File: config.mk
export PLATFORM = sky130hd
export DESIGN_NAME = adt_dwell_ctrl
export DESIGN_NICKNAME = d
export VERILOG_FILES = /design/src/rtl/adt_pkg.sv /design/src/rtl/adt_rst_sync.sv /design/src/rtl/adt_rate_cnt.sv /design/src/rtl/adt_phase_ctl.sv /design/src/rtl/adt_coil_drv.sv /design/src/rtl/adt_dwell_ctrl.sv
export SDC_FILE = /design/constraint.sdc
export NUM_CORES = 1
export LEC_CHECK = 0
export ABC_AREA = 1
export BUFFER_PORTS_ARGS = -buffer_cell sky130_fd_sc_hd__buf_2
export CORE_MARGIN = 10
export CORE_UTILIZATION = 45
export DETAILED_ROUTE_END_ITERATION = 8
export HOLD_SLACK_MARGIN = 0.08
export RECOVER_POWER = 50
export SLEW_MARGIN = 20
export SYNTH_ARGS = -nofsm -noshare
export SYNTH_HDL_FRONTEND = slang
export SYNTH_HIERARCHICAL = 1
export SYNTH_SLANG_ARGS = --single-unit
File: constraint.sdc
create_clock -name clk -period 3.87 [get_ports clk]
set_input_delay 0.1935 -clock clk [delete_from_list [all_inputs] [get_ports clk]]
set_output_delay 0.1935 -clock clk [all_outputs]
set_load 0.02 [all_outputs]
File: src/rtl/adt_pkg.sv
package adt_pkg;

  typedef enum logic {
    PH_75 = 1'b0,
    PH_25 = 1'b1
  } phase_e;

endpackage

File: src/rtl/adt_rst_sync.sv
module adt_rst_sync #(
  parameter int STAGES = 2
) (
  input  logic clk,
  input  logic rst_n,
  output logic rst_sync_n
);

  logic [STAGES-1:0] sync_q;

  for (genvar i = 0; i < STAGES; i++) begin : g_stage
    if (i == 0) begin : g_first
      always_ff @(posedge clk or negedge rst_n) begin
        if (!rst_n) sync_q[i] <= 1'b0;
        else        sync_q[i] <= 1'b1;
      end
    end else begin : g_next
      always_ff @(posedge clk or negedge rst_n) begin
        if (!rst_n) sync_q[i] <= 1'b0;
        else        sync_q[i] <= sync_q[i-1];
      end
    end
  end

  assign rst_sync_n = sync_q[STAGES-1];

endmodule

File: src/rtl/adt_rate_cnt.sv
module adt_rate_cnt #(
  parameter int CNT_W  = 12,
  parameter int FRAC_W = 8
) (
  input  logic              clk,
  input  logic              rst_n,
  input  logic              clr,
  input  logic              up_en,
  input  logic              dn_en,
  input  logic [FRAC_W-1:0] inc,
  output logic [CNT_W-1:0]  count
);

  localparam logic [CNT_W-1:0] CNT_MAX = {CNT_W{1'b1}};

  logic [FRAC_W-1:0] acc_q, acc_n;
  logic [CNT_W-1:0]  cnt_q, cnt_n;
  logic [FRAC_W:0]   acc_sum;
  logic              step;
  logic              ce;

  assign acc_sum = {1'b0, acc_q} + {1'b0, inc};
  assign step    = acc_sum[FRAC_W];
  assign ce      = clr | up_en | dn_en;

  always_comb begin
    acc_n = acc_q;
    cnt_n = cnt_q;
    if (clr) begin
      acc_n = '0;
      cnt_n = '0;
    end else if (up_en) begin
      acc_n = acc_sum[FRAC_W-1:0];
      if (step && (cnt_q != CNT_MAX)) cnt_n = cnt_q + 1'b1;
    end else if (dn_en) begin
      acc_n = acc_sum[FRAC_W-1:0];
      if (step && (cnt_q != '0)) cnt_n = cnt_q - 1'b1;
    end
  end

  always_ff @(posedge clk or negedge rst_n) begin
    if (!rst_n) begin
      acc_q <= '0;
      cnt_q <= '0;
    end else if (ce) begin
      acc_q <= acc_n;
      cnt_q <= cnt_n;
    end
  end

  assign count = cnt_q;

endmodule

File: src/rtl/adt_phase_ctl.sv
module adt_phase_ctl
  import adt_pkg::*;
#(
  parameter int CNT_W     = 12,
  parameter int REF_LEVEL = 64
) (
  input  logic             clk,
  input  logic             rst_n,
  input  logic             zc_in,
  input  logic [CNT_W-1:0] ramp_cnt,
  output logic             zc_rise,
  output logic             phase_25
);

  localparam logic [CNT_W-1:0] REF_V = CNT_W'(REF_LEVEL);

  logic   zc_q;
  phase_e ph_q, ph_n;

  assign zc_rise = zc_in & ~zc_q;

  always_comb begin
    ph_n = ph_q;
    if (zc_rise)                                 ph_n = PH_25;
    else if ((ph_q == PH_25) && (ramp_cnt <= REF_V)) ph_n = PH_75;
  end

  always_ff @(posedge clk or negedge rst_n) begin
    if (!rst_n) begin
      zc_q <= 1'b0;
      ph_q <= PH_75;
    end else begin
      zc_q <= zc_in;
      ph_q <= ph_n;
    end
  end

  assign phase_25 = (ph_q == PH_25);

endmodule

File: src/rtl/adt_coil_drv.sv
module adt_coil_drv #(
  parameter int CNT_W = 12
) (
  input  logic             clk,
  input  logic             rst_n,
  input  logic             zc_rise,
  input  logic             phase_25,
  input  logic             ovp,
  input  logic             cur_lim,
  input  logic [CNT_W-1:0] ramp_cnt,
  input  logic [CNT_W-1:0] adp_cnt,
  output logic             coil_on,
  output logic             lim_seen
);

  logic coil_q, coil_n;
  logic lim_q, lim_n;
  logic turn_on;

  assign turn_on = ~phase_25 & (ramp_cnt > adp_cnt);

  always_comb begin
    coil_n = coil_q;
    if (ovp || zc_rise) coil_n = 1'b0;
    else if (turn_on)   coil_n = 1'b1;
  end

  always_comb begin
    lim_n = lim_q;
    if (zc_rise)                lim_n = 1'b0;
    else if (coil_q && cur_lim) lim_n = 1'b1;
  end

  always_ff @(posedge clk or negedge rst_n) begin
    if (!rst_n) begin
      coil_q <= 1'b0;
      lim_q  <= 1'b0;
    end else begin
      coil_q <= coil_n;
      lim_q  <= lim_n;
    end
  end

  assign coil_on  = coil_q;
  assign lim_seen = lim_q;

endmodule

File: src/rtl/adt_dwell_ctrl.sv
module adt_dwell_ctrl #(
  parameter int CNT_W         = 12,
  parameter int FRAC_W        = 8,
  parameter int RAMP_UP_INC   = 21,
  parameter int RAMP_DN_INC   = 84,
  parameter int ADP_UP_INC    = 21,
  parameter int ADP_DN_INC    = 15,
  parameter int ADP_DN_HI_INC = 4,
  parameter int REF_LEVEL     = 64,
  parameter int SYNC_STAGES   = 2
) (
  input  logic clk,
  input  logic rst_n,
  input  logic zc_in,
  input  logic cur_lim,
  input  logic hi_supply,
  input  logic ovp,
  input  logic start_mode,
  output logic coil_on
);

  localparam logic [FRAC_W-1:0] R_UP  = FRAC_W'(RAMP_UP_INC);
  localparam logic [FRAC_W-1:0] R_DN  = FRAC_W'(RAMP_DN_INC);
  localparam logic [FRAC_W-1:0] A_UP  = FRAC_W'(ADP_UP_INC);
  localparam logic [FRAC_W-1:0] A_DN  = FRAC_W'(ADP_DN_INC);
  localparam logic [FRAC_W-1:0] A_DNH = FRAC_W'(ADP_DN_HI_INC);

  logic             rst_sync_n;
  logic             zc_rise;
  logic             phase_25;
  logic             lim_seen;
  logic [CNT_W-1:0] ramp_cnt;
  logic [CNT_W-1:0] adp_cnt;
  logic [FRAC_W-1:0] ramp_inc;
  logic [FRAC_W-1:0] adp_inc;
  logic             adp_up_en;

  adt_rst_sync #(.STAGES(SYNC_STAGES)) u_rst (
    .clk        (clk),
    .rst_n      (rst_n),
    .rst_sync_n (rst_sync_n)
  );

  adt_phase_ctl #(.CNT_W(CNT_W), .REF_LEVEL(REF_LEVEL)) u_phase (
    .clk      (clk),
    .rst_n    (rst_sync_n),
    .zc_in    (zc_in),
    .ramp_cnt (ramp_cnt),
    .zc_rise  (zc_rise),
    .phase_25 (phase_25)
  );

  assign ramp_inc = phase_25 ? R_DN : R_UP;

  adt_rate_cnt #(.CNT_W(CNT_W), .FRAC_W(FRAC_W)) u_ramp (
    .clk   (clk),
    .rst_n (rst_sync_n),
    .clr   (1'b0),
    .up_en (~phase_25),
    .dn_en (phase_25),
    .inc   (ramp_inc),
    .count (ramp_cnt)
  );

  assign adp_up_en = ~phase_25 & lim_seen;
  assign adp_inc   = phase_25 ? (hi_supply ? A_DNH : A_DN) : A_UP;

  adt_rate_cnt #(.CNT_W(CNT_W), .FRAC_W(FRAC_W)) u_adapt (
    .clk   (clk),
    .rst_n (rst_sync_n),
    .clr   (start_mode),
    .up_en (adp_up_en),
    .dn_en (phase_25),
    .inc   (adp_inc),
    .count (adp_cnt)
  );

  adt_coil_drv #(.CNT_W(CNT_W)) u_coil (
    .clk      (clk),
    .rst_n    (rst_sync_n),
    .zc_rise  (zc_rise),
    .phase_25 (phase_25),
    .ovp      (ovp),
    .cur_lim  (cur_lim),
    .ramp_cnt (ramp_cnt),
    .adp_cnt  (adp_cnt),
    .coil_on  (coil_on),
    .lim_seen (lim_seen)
  );

endmodule

After elaboration in Yosys (flattened, before gate mapping)
Index checks and enable logic that the tools add are counted.
Widths: inputs -> output; s select.

operators by class
  add/subtract/negate cells = 6
  order comparisons = 2
  eq/ne operators = 4
  mux-type cells = 20
  bitwise logic cells = 7
  reduce and logical (&&, ||, !) cells = 18

operator list
  operator               count
  $mux 12                8
  $add 12x1->12 const B  2
  $mux 8                 3
  $ne 12x12->1 const B   2
  $reduce_bool 12->1     2
  $sub 12x1->12 const B  2
  $gt 12x12->1           1
  $le 12x7->1 const B    1
  $add 8x5->9            1
  $add 8x7->9            1
  $reduce_bool 2->1      4
  $mux 7                 1
  $logic_and 1x1->1      6
  $mux 1                 6
  $reduce_bool 3->1      2
  $mux 5                 1
  $mux 4                 1
  $reduce_and 2->1       2
  $reduce_and 4->1       1
  $and 1x1->1            3
  $ne 3x3->1 const B     1
  $ne 2x1->1 const B     1
  $not 1->1              2
  $or 1x1->1             2
  $logic_or 1x1->1       1

word-level totals
  register bits after elaboration = 46
  bits of input ports = 7
  output and inout bits = 1
  word-level logic and storage cells = 67

Logic depth before layout (Yosys ltp)
  depth after elaboration = 8
  mapped depth = 15

Hierarchy
The synthesis kept the hierarchy.

modules (own cells, without submodules)
  module                   instances  cells each  area each (µm²)  seq. area each (µm²)
  adt_rate_cnt at u_adapt  1          285         1906.8           500.5
  adt_rate_cnt at u_ramp   1          283         1880.6           500.5
  adt_coil_drv             1          70          436.7            50.0
  adt_phase_ctl            1          18          113.9            50.0
  adt_rst_sync             1          3           53.8             50.0
  adt_dwell_ctrl           1          7           28.8             0.0

Worst setup path after synthesis
No wires, ideal clock.

  path kind = register to register
  from = reg u_phase.ph_q, in the netlist u_phase/phase_25
  to = reg u_adapt.cnt_q[6], in the netlist u_adapt/count[6]
  data arrival time = 2305 ps
  required time = 3749 ps
  setup slack = 1444 ps
  cell stages (with the launch flop) = 11
  path buffers = 0
  path through = dfrtp_1 -> nor2_1 -> inv_1 -> ha_1 -> nand3_1 -> nand3_1 -> nand2_1 -> nand2_1 -> or2_2 -> nand2_1 -> o21ai_1

between the ends
  longest elaborated chain between the ends = 5

RTL lines
  element                     RTL line              RTL
  start: declaration          adt_phase_ctl.sv:18   phase_e ph_q, ph_n;
  start signal: assignment    adt_phase_ctl.sv:34   ph_q <= ph_n;
  $not 1->1 *                 adt_dwell_ctrl.sv:65  assign adp_up_en = ~phase_25 & lim_seen;
  $and 1x1->1 *               adt_dwell_ctrl.sv:65
  via adp_up_en               adt_dwell_ctrl.sv:36  logic adp_up_en;
  $or 1x1->1 (2 in a row)     adt_rate_cnt.sv:24    assign ce = clr | up_en | dn_en;
  $reduce_and 4->1 (no line)  --
  end signal: assignment      adt_rate_cnt.sv:47    cnt_q <= cnt_n;
  end: declaration            adt_rate_cnt.sv:17    logic [CNT_W-1:0] cnt_q, cnt_n;

The timed path passes the listed nets; every way through them passes the cells marked *.
A chain may end at the register's enable or synchronous reset.

Final worst setup path
Ends and elaborated chain as after synthesis.

==> impl_metrics.py <==
metrics = {
    "clock_tree": {
        "cts_buffers": 5,
        "clk_latency_ps": 310,
        "clockRootBuffer": "clkbuf_8",
        "clkSlewWorstSetupHoldPaths_ps": 100,
        "cts_htree_levels": 2,
        "cts.sinks": 46,
        "cts_resized": 0,
        "clockBufferDepth": 2,
        "cts_tree": "done",
    },
    "synthesis": {
        "synth_fa_ha_area_frac": 0.154,
        "yosysWarnings": 6,
        "synth-compound-area-share": 0.110,
        "synth_seq_cells": 46,
        "syn_area_um2": 4420,
        "synth_xor_area_frac": 0.0119,
        "synth-simple-area-share": 0.357,
        "muxShareOfSynthArea": 0,
        "synth_cell_type_count": 35,
        "ys_seq_area_frac": 0.260,
        "syn_area_per_cell_um2": 6.64,
        "netlist_instances": 666,
        "synth_top_family_by_area": "simple AND/OR/NAND/NOR gates",
    },
    "place": {
        "portBuffers": 7,
        "hpwl_um": 7500,
        "gp_congestion": 0.862,
    },
    "floorplanning": {
        "die_height_um": 119,
        "die_w_um": 119,
        "dieArea_um2": 14200,
        "floorplan.initialDensity": 0.456,
        "io_pins": 8,
        "rows": 36,
        "coreArea_um2": 9680,
    },
    "worst_setup_path": {
        "worst_setup_path_end_kind": "flip-flop",
        "crit_type": "reg -> reg",
        "worst_setup_path_start_kind": "flip-flop",
        "required_ps": 4050,
        "critPathArrivalTime_ps": 2930,
        "path_max_fanout": 11,
    },
    "drt": {
        "ant_nets": 0,
        "drc": 0,
        "vias": 3960,
        "wl_um": 9490,
        "viasPerCell": 4.83,
        "first_iter_violations": 167,
        "wire_per_inst_um": 11.6,
        "firstDrtPassIters": 4,
    },
    "sta": {
        "fmax_mhz": 364,
        "final-max-slew-violation-count": 45,
        "holdWs_ps": 117,
        "setup_tns_ps": 0,
        "fin_skew_ps": 13.9,
        "rsz0062_at_grt": "false",
        "layout_worst_path_cycle_share": 0.710,
        "setup_viol": 0,
        "finalHoldViolCount": 0,
        "fin_crit_ps": 2750,
        "maxSlewHeadroom": -0.220,
        "tightest_slew_ps": 1830,
    },
    "outcome": {
        "violations": "capacitance limit, slew limit",
        "status": "finished, violations left",
    },
    "final_layout": {
        "layout_common_cells": "nand2_1, inv_1, nor2_1",
        "fin_nets": 745,
        "final_common_cell": "nand2_1",
        "n_fill_cell": 1015,
        "fin_util": 0.492,
        "antenna_cells": 0,
        "syn2layout_area_growth_pct": 7.70,
        "drive_gt1_frac": 0.0859,
    },
    "grt": {
        "grt_pass1_wl_um": 17400,
        "grt_pass1_vias": 3860,
        "grt_overflow_total": 0,
        "grt_max_degree": 45,
        "antenna_found_initial": 0,
        "grt.total_usage": 0.141,
    },
    "power_and_ir_drop": {
        "p_leak_nw": 2.59,
        "peakVddDrop_v": 0.000356,
        "fin_total_pwr_mw": 4.17,
        "powerDensity_nw_per_um2": 876,
    },
    "worst_hold_path": {
        "hold_path.class": "in -> reg",
    },
    "flow_run": {
        "maxCapViolations": 1,
    },
}
## kinds of logic after synthesis
| kind of cell | Yosys count |
|---|---|
| AO/OA/AOI/OAI | 77 |
| flip-flops | 46 |
| AND/OR/NAND/NOR | 368 |
| buffers and inverters | 114 |
| XOR/XNOR | 6 |
| other | 3 |
| adder cells (fa/ha/maj) | 52 |
## layer usage
metal / GRT usage / up-vias / share of wire
met5: 0 / - / 0
met4: 0.0298 / 0 / 0.0090
met3: 0.0156 / 11 / 0.013
met2: 0.247 / 19 / 0.47
met1: 0.182 / 1787 / 0.50
li1: - / 2143 / -
## power by group
| part | internal, mW | switching (mW) | total (mW) | leakage (nW) |
|---|---|---|---|---|
| clock | 0.259 | 0.179 | 0.438 | 0.0683 |
| sequential | 0.673 | 0.251 | 0.924 | 0.589 |
| combinational | 1.08 | 1.73 | 2.81 | 1.93 |
| total | 2.01 | 2.16 | 4.17 | 2.59 |
## worst max-delay path: stages (launching register included)
cell and delay (ps):
dfrtp_1 540, nor2_1 500, inv_1 340, ha_1 460, nand3_1 110, nand3_1 120, nand2_1 90, nand2_1 60
or2_2 270, nand2_1 70, o21ai_1 50
## layout make-up
type | count | area (µm²) | share of cell area
Timing Repair Buffer | 9 | 53.8 | 0.0113
Sequential cell | 46 | 1150 | 0.242
Tap cell | 133 | 166 | 0.0350
Clock inverter | 3 | 68.8 | 0.0145
Multi-Input combinational cell | 516 | 2850 | 0.598
Clock buffer | 5 | 68.8 | 0.0145
Inverter | 108 | 405 | 0.0852
## per-stage QoR
stage	cells	area, µm²	setup slack [ps]
floorplan	676	4460	1440
global placement	810	4610	1230
detailed placement	810	4610	1130
CTS	820	4760	1090
global route	820	4760	833
finish	820	4760	1120
## sequential cells by signal (all words and copies together) (netlist names), 8 cells and up
signal,flops
u_ramp/acc_q,8
u_adapt/acc_q,8
u_ramp/count,12
u_adapt/count,12
## path summary, 6_finish.rpt
| path | from | endpoint | slack, ps | cells past startpoint |
|---|---|---|---|---|
| worst max register to register | u_phase/phase_25$_DFFE_PN0P_ | u_adapt/count[6]$_DFFE_PN0P_ | 1120 | 10 |
| max in group asynchronous | u_rst/rst_sync_n$_DFF_PN0_ | u_coil/lim_seen$_DFFE_PN0P_ | 2030 | 0 |
| worst max-delay path | u_phase/phase_25$_DFFE_PN0P_ | u_adapt/count[6]$_DFFE_PN0P_ | 1120 | 10 |
| worst min-delay path | ovp | u_coil/coil_on$_DFFE_PN0P_ | 120 | 3 |
| min in group asynchronous | rst_n | u_rst/rst_sync_n$_DFF_PN0_ | 180 | 2 |
| worst min register to register | u_rst/sync_q[0]$_DFF_PN0_ | u_rst/rst_sync_n$_DFF_PN0_ | 350 | 0 |
## cell usage after synthesis, drive strengths merged
cell	number	share of area
o21bai	4	0.0068
o21ai	40	0.060
nand3b	1	0.0017
conb	3	0.0025
xnor2	2	0.0040
a21oi	26	0.030
clkinv	1	0.00085
nand2	221	0.19
or2	12	0.017
and2	2	0.0028
inv	107	0.091
xor2	4	0.0079
a21o	1	0.0020
nor2	67	0.058
nand3	47	0.054
buf	6	0.012
fa	4	0.018
nand4	13	0.018
a31oi	2	0.0028
dfrtp	46	0.26
a22o	4	0.0079
ha	48	0.14
nor3	5	0.013
## repair_timing
item                                   CTS  global route
endpoints found under the hold margin    3             0
buffers inserted                         0             0
hold buffers                             2             0
No activity file was read; power rests on OpenSTA's default activity.
